File: src/rtl/rtc_periodic_pkg.sv
package rtc_periodic_pkg;

  localparam int unsigned RATE_W  = 4;
  localparam int unsigned CHAIN_W = 3;

  localparam logic [7:0] IDX_CTRL_A = 8'h0A;
  localparam logic [7:0] IDX_CFG_B  = 8'h0B;
  localparam logic [7:0] IDX_FLAG_C = 8'h0C;
  localparam logic [7:0] IDX_REG_D  = 8'h0D;

  localparam logic [CHAIN_W-1:0] CHAIN_RUN   = 3'b010;
  localparam logic [CHAIN_W-1:0] CHAIN_SKIP5 = 3'b011;
  localparam logic [CHAIN_W-1:0] CHAIN_SKIP10 = 3'b100;
  localparam logic [CHAIN_W-1:0] CHAIN_SKIP15 = 3'b101;

  // control-to-datapath strobes and configuration
  typedef struct packed {
    logic                clrFlags;
    logic [RATE_W-1:0]   rate;
    logic [CHAIN_W-1:0]  chain;
    logic                perEn;
    logic                almEn;
    logic                updEn;
  } rtcCtl_t;

  // flag bits in register C order, bit 7 down to bit 4
  typedef struct packed {
    logic irqf;
    logic pf;
    logic af;
    logic uf;
  } rtcFlags_t;

endpackage

File: src/rtl/rtc_periodic_ctrl.sv
module rtc_periodic_ctrl
  import rtc_periodic_pkg::*;
(
  input  logic       clk,
  input  logic       rstN,
  input  logic       hostSel,
  input  logic       hostWr,
  input  logic       hostRd,
  input  logic [7:0] hostWdata,
  input  logic       updateBusy,
  input  logic       battGood,
  input  rtcFlags_t  flags,
  output logic [7:0] hostRdata,
  output rtcCtl_t    ctl
);

  logic [7:0]         idxReg;
  logic [RATE_W-1:0]  rateReg;
  logic [CHAIN_W-1:0] chainReg;
  logic [7:0]         cfgB;
  logic [5:0]         dateAlm;
  logic               dataWr;

  assign dataWr = hostWr && hostSel;

  always_ff @(posedge clk) begin
    if (!rstN) begin
      idxReg   <= '0;
      rateReg  <= '0;
      chainReg <= CHAIN_RUN;
      cfgB     <= '0;
      dateAlm  <= '0;
    end else begin
      if (hostWr && !hostSel) idxReg <= hostWdata;
      if (dataWr) begin
        case (idxReg)
          IDX_CTRL_A: begin
            rateReg  <= hostWdata[3:0];
            chainReg <= hostWdata[6:4];
          end
          IDX_CFG_B: cfgB    <= hostWdata;
          IDX_REG_D: dateAlm <= hostWdata[5:0];
          default: ;
        endcase
      end
    end
  end

  always_comb begin
    case (idxReg)
      IDX_CTRL_A: hostRdata = {updateBusy, chainReg, rateReg};
      IDX_CFG_B:  hostRdata = cfgB;
      IDX_FLAG_C: hostRdata = {flags, 4'b0000};
      IDX_REG_D:  hostRdata = {battGood, 1'b0, dateAlm};
      default:    hostRdata = 8'h00;
    endcase
  end

  always_comb begin
    ctl.clrFlags = hostRd && hostSel && (idxReg == IDX_FLAG_C);
    ctl.rate     = rateReg;
    ctl.chain    = chainReg;
    ctl.perEn    = cfgB[6];
    ctl.almEn    = cfgB[5];
    ctl.updEn    = cfgB[4];
  end

  AST_IDX_ONLY_ON_WRITE: assert property (@(posedge clk) disable iff (!rstN)
    !(hostWr && !hostSel) |=> $stable(idxReg));

  AST_C_NOT_STORED: assert property (@(posedge clk) disable iff (!rstN)
    (dataWr && idxReg == IDX_FLAG_C) |=> ($stable(cfgB) && $stable(rateReg) && $stable(dateAlm)));

endmodule

File: src/rtl/rtc_periodic_dp.sv
module rtc_periodic_dp
  import rtc_periodic_pkg::*;
#(
  parameter int unsigned DIV_W = 14
) (
  input  logic      clk,
  input  logic      rstN,
  input  logic      tickEn,
  input  logic      alarmPulse,
  input  logic      updatePulse,
  input  rtcCtl_t   ctl,
  output rtcFlags_t flags,
  output logic      irqOut
);

  localparam int unsigned TAP_W = $clog2(DIV_W + 16) + 1;

  logic [DIV_W-1:0] divCnt;
  logic [DIV_W-1:0] tapMask;
  logic [TAP_W-1:0] baseTap;
  logic [TAP_W-1:0] skipBy;
  logic [TAP_W-1:0] effTap;
  logic             tapValid;
  logic             chainRst;
  logic             running;
  logic             perEvent;
  logic             pfReg, afReg, ufReg;

  // rate code to divider tap; codes 1 and 2 alias codes 8 and 9
  always_comb begin
    tapValid = 1'b1;
    case (ctl.rate)
      4'd0:    begin baseTap = '0; tapValid = 1'b0; end
      4'd1:    baseTap = TAP_W'(7);
      4'd2:    baseTap = TAP_W'(8);
      default: baseTap = TAP_W'(ctl.rate) - TAP_W'(1);
    endcase
  end

  // test bypass shortens the tap
  always_comb begin
    case (ctl.chain)
      CHAIN_SKIP5:  skipBy = TAP_W'(5);
      CHAIN_SKIP10: skipBy = TAP_W'(10);
      CHAIN_SKIP15: skipBy = TAP_W'(15);
      default:      skipBy = '0;
    endcase
    effTap = (baseTap > skipBy) ? (baseTap - skipBy) : '0;
  end

  for (genvar b = 0; b < DIV_W; b++) begin : g_mask
    assign tapMask[b] = (TAP_W'(b) < effTap);
  end

  assign chainRst = (ctl.chain[2:1] == 2'b11);
  assign running  = (ctl.chain == CHAIN_RUN) || (ctl.chain == CHAIN_SKIP5) ||
                    (ctl.chain == CHAIN_SKIP10) || (ctl.chain == CHAIN_SKIP15);
  assign perEvent = running && tickEn && tapValid && ((divCnt & tapMask) == tapMask);

  always_ff @(posedge clk) begin
    if (!rstN) begin
      divCnt <= '0;
    end else if (chainRst) begin
      divCnt <= '0;
    end else if (running && tickEn) begin
      divCnt <= divCnt + DIV_W'(1);
    end
  end

  // clear first, then new events win
  always_ff @(posedge clk) begin
    if (!rstN) begin
      pfReg <= 1'b0;
      afReg <= 1'b0;
      ufReg <= 1'b0;
    end else begin
      pfReg <= (pfReg && !ctl.clrFlags) || perEvent;
      afReg <= (afReg && !ctl.clrFlags) || alarmPulse;
      ufReg <= (ufReg && !ctl.clrFlags) || updatePulse;
    end
  end

  always_comb begin
    flags.pf   = pfReg;
    flags.af   = afReg;
    flags.uf   = ufReg;
    flags.irqf = (pfReg && ctl.perEn) || (afReg && ctl.almEn) || (ufReg && ctl.updEn);
  end

  assign irqOut = flags.irqf;

  AST_IDLE_HOLDS_COUNT: assert property (@(posedge clk) disable iff (!rstN)
    (!tickEn && !chainRst) |=> $stable(divCnt));

  AST_RESET_NO_PF: assert property (@(posedge clk) disable iff (!rstN)
    (chainRst && !pfReg) |=> !pfReg);

  AST_FREEZE_NO_PF: assert property (@(posedge clk) disable iff (!rstN)
    (ctl.chain[2:1] == 2'b00 && !pfReg) |=> !pfReg);

  AST_RATE0_NO_PF: assert property (@(posedge clk) disable iff (!rstN)
    (ctl.rate == 4'd0 && !pfReg) |=> !pfReg);

  AST_ALARM_KEPT: assert property (@(posedge clk) disable iff (!rstN)
    alarmPulse |=> afReg);

  AST_UPDATE_KEPT: assert property (@(posedge clk) disable iff (!rstN)
    updatePulse |=> ufReg);

  AST_CLEAR_TAKES: assert property (@(posedge clk) disable iff (!rstN)
    (ctl.clrFlags && !alarmPulse && !updatePulse && !perEvent) |=> (!pfReg && !afReg && !ufReg));

  AST_IRQ_NEEDS_EN: assert property (@(posedge clk) disable iff (!rstN)
    irqOut |-> (ctl.perEn || ctl.almEn || ctl.updEn));

endmodule

File: src/rtl/rtc_periodic_irq.sv
module rtc_periodic_irq
  import rtc_periodic_pkg::*;
#(
  parameter int unsigned DIV_W = 14
) (
  input  logic       clk,
  input  logic       rstN,
  input  logic       tickEn,
  input  logic       hostSel,
  input  logic       hostWr,
  input  logic       hostRd,
  input  logic [7:0] hostWdata,
  output logic [7:0] hostRdata,
  input  logic       alarmPulse,
  input  logic       updatePulse,
  input  logic       updateBusy,
  input  logic       battGood,
  output logic       irqOut
);

  rtcCtl_t   ctl;
  rtcFlags_t flags;

  rtc_periodic_ctrl u_ctrl (
    .clk        (clk),
    .rstN       (rstN),
    .hostSel    (hostSel),
    .hostWr     (hostWr),
    .hostRd     (hostRd),
    .hostWdata  (hostWdata),
    .updateBusy (updateBusy),
    .battGood   (battGood),
    .flags      (flags),
    .hostRdata  (hostRdata),
    .ctl        (ctl)
  );

  rtc_periodic_dp #(.DIV_W(DIV_W)) u_dp (
    .clk         (clk),
    .rstN        (rstN),
    .tickEn      (tickEn),
    .alarmPulse  (alarmPulse),
    .updatePulse (updatePulse),
    .ctl         (ctl),
    .flags       (flags),
    .irqOut      (irqOut)
  );

endmodule

File: config.mk
export PLATFORM = sky130hd
export DESIGN_NAME = rtc_periodic_irq
export DESIGN_NICKNAME = d
export VERILOG_FILES = /design/src/rtl/rtc_periodic_pkg.sv /design/src/rtl/rtc_periodic_ctrl.sv /design/src/rtl/rtc_periodic_dp.sv /design/src/rtl/rtc_periodic_irq.sv
export SDC_FILE = /design/constraint.sdc
export NUM_CORES = 1
export LEC_CHECK = 0
export ABC_AREA = 1
export CELL_PAD_IN_SITES_DETAIL_PLACEMENT = 1
export CELL_PAD_IN_SITES_GLOBAL_PLACEMENT = 1
export CORE_ASPECT_RATIO = 0.6
export CORE_MARGIN = 3
export CORE_UTILIZATION = 45
export CTS_BUF_LIST = sky130_fd_sc_hd__clkbuf_8
export DETAILED_ROUTE_END_ITERATION = 7
export DONT_BUFFER_PORTS = 1
export PLACE_DENSITY = 0.84
export SETUP_SLACK_MARGIN = 0.4
export SYNTH_ARGS = -nofsm -noshare
export SYNTH_HDL_FRONTEND = slang
export SYNTH_SLANG_ARGS = --single-unit
File: constraint.sdc
create_clock -name clk -period 2.9 [get_ports clk]
set_input_delay 0.58 -clock clk [delete_from_list [all_inputs] [get_ports clk]]
set_output_delay 0.58 -clock clk [all_outputs]
set_load 0.05 [all_outputs]
==> results of run 1 <==
-- metrics by stage --
| step | total power [uW] | setup WS [ns] |
|---|---|---|
| 6_report | 1330 | 0.148 |
| 5_1_grt | 1360 | 0.0695 |
| 4_1_cts | 1280 | 0.377 |
| 3_5_place_dp | 765 | 0.0434 |
| 3_3_place_gp | 758 | 0.257 |
| 2_1_floorplan | 741 | 0.445 |
-- sequential cells by signal, summed over array words and instances, names as in the netlist --
signal / cells
u_ctrl.cfgB: 8
u_ctrl.chainReg: 3
u_ctrl.dateAlm: 6
u_ctrl.idxReg: 8
u_ctrl.rateReg: 4
u_dp.afReg: 1
u_dp.divCnt: 14
u_dp.pfReg: 1
u_dp.ufReg: 1
-- per-layer routing --
layer | vias up | share of wire | GRT usage
met2 | 198 | 0.44 | 0.435
met5 | - | 0 | 0
li1 | 1265 | - | -
met3 | 62 | 0.097 | 0.0550
met4 | 0 | 0.044 | 0.0851
met1 | 1463 | 0.42 | 0.382
-- report_power, final --
part	total, uW	internal [uW]	switching (uW)
logic	140	46.5	93.7
registers	659	640	18.9
clock network	529	276	252
-- worst max-delay path, cell delays in order, from the launching register on --
cell     delay (ns)
dfxtp_4        0.38
nor2_4         0.26
nand2_8        0.10
inv_6          0.08
a31oi_2        0.05
ha_2           0.22
fa_2           0.39
inv_1          0.12
nand3_2        0.10
nand2_4        0.14
nand2_2        0.10
o21ai_0        0.27
inv_1          0.11
nand2_1        0.12
a21oi_2        0.07
nand3_2        0.08
a21oi_2        0.05
-- worst min path at each step --
stage | end | slack, ns
after detailed placement | u_ctrl.cfgB[1] | 0.45
after global routing | u_dp.ufReg | 0.37
after floorplan | u_ctrl.cfgB[1] | 0.43
final | u_dp.ufReg | 0.38
after global placement | u_ctrl.dateAlm[0] | 0.44
after CTS | u_dp.afReg | 0.38
-- what timing repair did --
item                                    4_1_cts  5_1_grt
buffers inserted                              6       13
pin swaps                                    13       35
endpoints found under the setup margin        9        9
resized for setup                            57       70
-- layout make-up --
class / count / area share
inverter: 60 / 0.0699
timing repair buffer: 28 / 0.0692
multi-input combinational: 255 / 0.533
tap: 80 / 0.0284
sequential: 46 / 0.268
clock inverter: 1 / 0.00852
clock buffer: 6 / 0.0234
-- kinds of logic after synthesis --
logic type	after synthesis	synth area share
and+or+nand+nor	148	0.287
AOI/OAI and AO/OA	91	0.194
xor gates and xnor gates	4	0.0132
DFF	46	0.346
adders and majority gates	12	0.0592
buffers and inverters	67	0.101
-- cell usage in the layout (no fill, tap or decap), types with 6 or more instances in the layout --
cell,instances
o21ai_0,27
nand3_1,12
inv_2,6
dfxtp_1,37
buf_4,19
inv_1,47
nand2_1,44
nand2_2,14
a21oi_1,31
nand3_2,6
buf_6,9
nor2_4,12
clkbuf_8,6
a21oi_2,8
nand2_4,6
nor2_2,6
ha_4,6
nor2_1,28
o21ai_1,7
==> flow_metrics.env, run 1 <==
export IMPL_yosysTopAreaCellShare=0.346
export IMPL_seq_area_um2=945
export IMPL_grt_antenna_before_repair=0
export IMPL_fin_crit_ns=2.75
export IMPL_drt_first_pass_iters=7
export IMPL_fin_tns_setup_ns=0
export IMPL_hold_class="in2reg"
export IMPL_ys_flop_type="dfxtp_1"
export IMPL_post_dp_hpwl_um=6180
export IMPL_seq_area_frac_synth=0.346
export IMPL_avgRoutedWirePerCell_um=25.3
export IMPL_yosysUniqueCellTypes=39
export IMPL_synthTopCellsByArea="dfxtp_1, nand2_1, inv_1"
export IMPL_worstMarginPinSlew_ns=0.839
export IMPL_synthArstFlopShare=0
export IMPL_grt_pass1_vias=2729
export IMPL_hold_path_cell_count=2
export IMPL_yosys_warnings=0
export IMPL_worstHoldStart="updatePulse"
export IMPL_fp_coreArea_um2=5650
export IMPL_nets=426
export IMPL_grt_overflow=0
export IMPL_syn_area_per_cell_um2=7.24
export IMPL_syn_area_um2=2660
export IMPL_cts_buffers=5
export IMPL_synth_fp_nets=398
export IMPL_crit_end="u_dp.pfReg"
export IMPL_rsz0062_at_grt="true"
export IMPL_die_area_um2=6910
export IMPL_synth_top_cell_by_area="dfxtp_1"
export IMPL_start_kind="flip-flop"
export IMPL_cap_violations=0
export IMPL_rows=21
export IMPL_die_x_um=105
export IMPL_rrSetupSlack_ns=0.15
export IMPL_power_density_nw_per_um2=377
export IMPL_grt_max_degree=28
export IMPL_vdd_drop_max_mv=0.224
export IMPL_placedCellCount=450
export IMPL_fmax_ghz=0.363
export IMPL_diodes=0
export IMPL_h_tree_depth=2
export IMPL_ctsHoldBuffers=0
export IMPL_period_share=0.949
export IMPL_grt_pass1_wl_um=14700
export IMPL_grt_util_all_layers=0.276
export IMPL_crit_arrival_ns=2.97
export IMPL_first_iter_violations=296
export IMPL_synth_edf_count=0
export IMPL_holdWs_ns=0.379
export IMPL_port_buffers=0
export IMPL_root_buffer="clkbuf_8"
export IMPL_place_area_um2=2790
export IMPL_drive_above_1_share=0.361
export IMPL_synth_commonest_cells="nand2_1, inv_1, dfxtp_1, a21oi_1, nor2_1"
export IMPL_place_congestion=0.857
export IMPL_r2r_start="u_ctrl.rateReg[2]"
export IMPL_path_clk_slew_ns=0.09
export IMPL_status="complete, no violations"
export IMPL_skew_ns=0.00987
export IMPL_die_height_um=65.6
export IMPL_p_leak_uw=0.00132
export IMPL_cts_tree="built"
export IMPL_num_vias=2988
export IMPL_r2r_end="u_dp.pfReg"
export IMPL_synthCells=368
export IMPL_cts_buffer_depth=2
export IMPL_numClockSinks=46
export IMPL_setup_worst_path_end_class="flip-flop"
export IMPL_r2r_cells=16
export IMPL_wl_um=12000
export IMPL_multiInputGateArea_um2=1880
export IMPL_avgViaCountPerCell=6.28
export IMPL_setup_viol=0
export IMPL_critPathMaxFanout=6
export IMPL_synth_most_common_cell="nand2_1"
export IMPL_drc_errors=0
export IMPL_start_util=0.472
export IMPL_instances_no_fill=476
export IMPL_ant_nets=0
export IMPL_utilization=0.624
export IMPL_fin_area_um2=3530
export IMPL_area_growth_pct=32.4
export IMPL_ys_ff_latch=46
export IMPL_num_fill_cells=679
export IMPL_relSlewSlack=0.439
export IMPL_slew_viol_final=0
export IMPL_hold_viol_final=0
export IMPL_worstSetupPathType="reg2reg"
export IMPL_ios=27
export IMPL_clk_insertion_delay_late_ns=0.33
export IMPL_critPathLaunch="u_ctrl.rateReg[2]"
export IMPL_critPathRequiredTime_ns=3.12
No activity file was read; power rests on OpenSTA's default activity.
==> inputs of run 2 (changes only) <==
--- a/config.mk
+++ b/config.mk
@@ -9,7 +9,7 @@
 export CELL_PAD_IN_SITES_DETAIL_PLACEMENT = 1
 export CELL_PAD_IN_SITES_GLOBAL_PLACEMENT = 1
 export CORE_ASPECT_RATIO = 0.6
-export CORE_MARGIN = 3
+export CORE_MARGIN = 2
 export CORE_UTILIZATION = 45
 export CTS_BUF_LIST = sky130_fd_sc_hd__clkbuf_8
 export DETAILED_ROUTE_END_ITERATION = 7
==> run 2 against run 1 <==
Sequential share of layout area is 1.1 points higher; clock skew is 0.0014 ns lower; combinational power is 6% lower; highest routed layer unchanged; largest power group unchanged; clock-buffer cell count is 1 lower; flip-flop and latch count stayed put; hold slack better by 0.0073 ns; global-route usage is 1.1 points higher; setup slack worse by 0.021 ns; first-iteration DRC count is 7.4% lower; largest cell class unchanged; power is 3.8% lower.
==> flow_metrics.env, run 2 (synthesis results as in run 1) <==
export IMPL_num_vias=2928
export IMPL_crit_chain="inv_2 -> ha_1 -> nand2_2 -> inv_2 -> a31oi_2 -> ha_2 -> buf_4 -> buf_4 -> inv_1 -> nand3_1 -> nand2_1 -> nand2_1 -> nand2_1 -> nor2_4 -> nand3_1 -> nand2_1 -> nand2_1 -> nand2_1 -> nand3_1 -> a21oi_2"
export IMPL_drc_errors=0
export IMPL_rsz0062_at_grt="true"
export IMPL_avgViaCountPerCell=6.14
export IMPL_status="complete, no violations"
export IMPL_place_congestion=0.842
export IMPL_met1Wirelength_um=4860
export IMPL_start_kind="flip-flop"
export IMPL_worstSetupPathType="reg2reg"
export IMPL_diodes=0
export IMPL_root_buffer="clkbuf_8"
export IMPL_drt_first_pass_iters=6
export IMPL_skew_ns=0.00843
export IMPL_seq_area_um2=943
export IMPL_wl_met3_um=1060
export IMPL_avgRoutedWirePerCell_um=23.6
export IMPL_layout_commonest_cell="inv_1"
export IMPL_cpMaxStageDelayCell="dfxtp_4"
export IMPL_grt_antenna_before_repair=0
export IMPL_fin_area_um2=3380
export IMPL_top_register="u_dp.divCnt"
export IMPL_worstMarginPinSlew_ns=0.732
export IMPL_topRoutingLayerUsed="met4"
export IMPL_hold_viol_final=0
export IMPL_setup_viol=0
export IMPL_critPathRequiredTime_ns=3.14
export IMPL_slowest_delay_ns=0.39
export IMPL_num_fill_cells=697
export IMPL_vdd_drop_max_mv=0.237
export IMPL_ant_nets=0
export IMPL_clk_insertion_delay_late_ns=0.30
export IMPL_grt_overflow=0
export IMPL_setup_worst_path_end_class="flip-flop"
export IMPL_grt_pass1_vias=2632
export IMPL_p_leak_uw=0.00129
export IMPL_die_x_um=103
export IMPL_hold_class="in2reg"
export IMPL_power_density_nw_per_um2=378
export IMPL_nets=426
export IMPL_mostFrequentLayoutCells="inv_1, nand2_1, dfxtp_1"
export IMPL_ios=27
export IMPL_cts_buffers=5
export IMPL_start_util=0.472
export IMPL_place_area_um2=2790
export IMPL_h_tree_depth=2
export IMPL_grt_max_degree=28
export IMPL_multiInputGateArea_um2=1770
export IMPL_holdWs_ns=0.386
export IMPL_largestRegisters="u_dp.divCnt: 14 flops, u_ctrl.cfgB: 8 flops, u_ctrl.idxReg: 8 flops"
export IMPL_crit_arrival_ns=3.02
export IMPL_wl_um=11300
export IMPL_fin_tns_setup_ns=0
export IMPL_drive_above_1_share=0.315
export IMPL_fmax_ghz=0.361
export IMPL_path_clk_slew_ns=0.09
export IMPL_cts_tree="built"
export IMPL_slew_viol_final=0
export IMPL_critPathMaxFanout=4
export IMPL_grt_pass1_wl_um=14100
export IMPL_dr_wl_met2_um=4920
export IMPL_relSlewSlack=0.510
export IMPL_rows=21
export IMPL_numClockSinks=46
export IMPL_period_share=0.956
export IMPL_die_area_um2=6570
export IMPL_fp_coreArea_um2=5650
export IMPL_port_buffers=0
export IMPL_cap_violations=0
export IMPL_grt_util_all_layers=0.287
export IMPL_post_dp_hpwl_um=6050
export IMPL_area_growth_pct=26.8
export IMPL_die_height_um=63.6
export IMPL_cts_buffer_depth=2
export IMPL_cpMostUsedCell="nand2_1"
export IMPL_fin_crit_ns=2.77
export IMPL_largest_reg_flops=14
export IMPL_first_iter_violations=274
export IMPL_ctsHoldBuffers=0
run 2: worst paths after layout:
check                        to  cells past startpoint         startpoint  slack [ns]
max                  u_dp.pfReg                     20  u_ctrl.rateReg[1]        0.13
min          u_ctrl.chainReg[1]                      1               rstN        0.39
max reg2reg          u_dp.pfReg                     20  u_ctrl.rateReg[1]        0.13
min reg2reg      u_ctrl.cfgB[3]                      2     u_ctrl.cfgB[3]        0.47
run 2: timing repair:
action / 4_1_cts / 5_1_grt
pin swaps: 9 / 26
endpoints found under the setup margin: 9 / 9
endpoints found under the hold margin: 0 / 0
buffers inserted: 5 / 14
gates resized for setup: 37 / 56
gates cloned: 0 / 0
run 2: where the power goes:
group | total [uW] | leakage (uW) | internal, uW | switching [uW]
Combinational | 132 | 0.000855 | 42.5 | 90.0
Clock | 485 | 0.0000607 | 252 | 234
Sequential | 660 | 0.000378 | 641 | 18.7
run 2: cell type report:
cell class,count,area share
clock buffers,5,0.0204
inverters,60,0.0708
flip-flops and latches,46,0.279
clock inverters,3,0.0111
multi-input cells,255,0.525
well taps,80,0.0296
repair buffers,28,0.0634
run 2: layer usage:
layer,GRT usage,vias to the layer above
met5,0,-
met4,0.0658,0
li1,-,1263
met3,0.0866,49
met2,0.434,195
met1,0.401,1421
run 2: per-stage QoR:
| stage | cells | setup WS, ns | total power [uW] | util |
|---|---|---|---|---|
| finish | 477 | 0.127 | 1280 | 0.598 |
| detailed placement | 450 | 0.108 | 763 | 0.493 |
| global placement | 450 | 0.243 | 758 | 0.493 |
| CTS | 463 | 0.331 | 1240 | 0.542 |
| floorplan | 368 | 0.445 | 741 | - |
| global route | 477 | 0.0873 | 1310 | 0.598 |
run 2: critical path, delay by kind of cell (launching register included):
kind                       cells  cell delay (ns)
and+or+nand+nor               11             1.17
adders and majority gates      2             0.45
DFF                            1             0.39
buffers and inverters          5             0.38
AOI/OAI and AO/OA              2             0.33
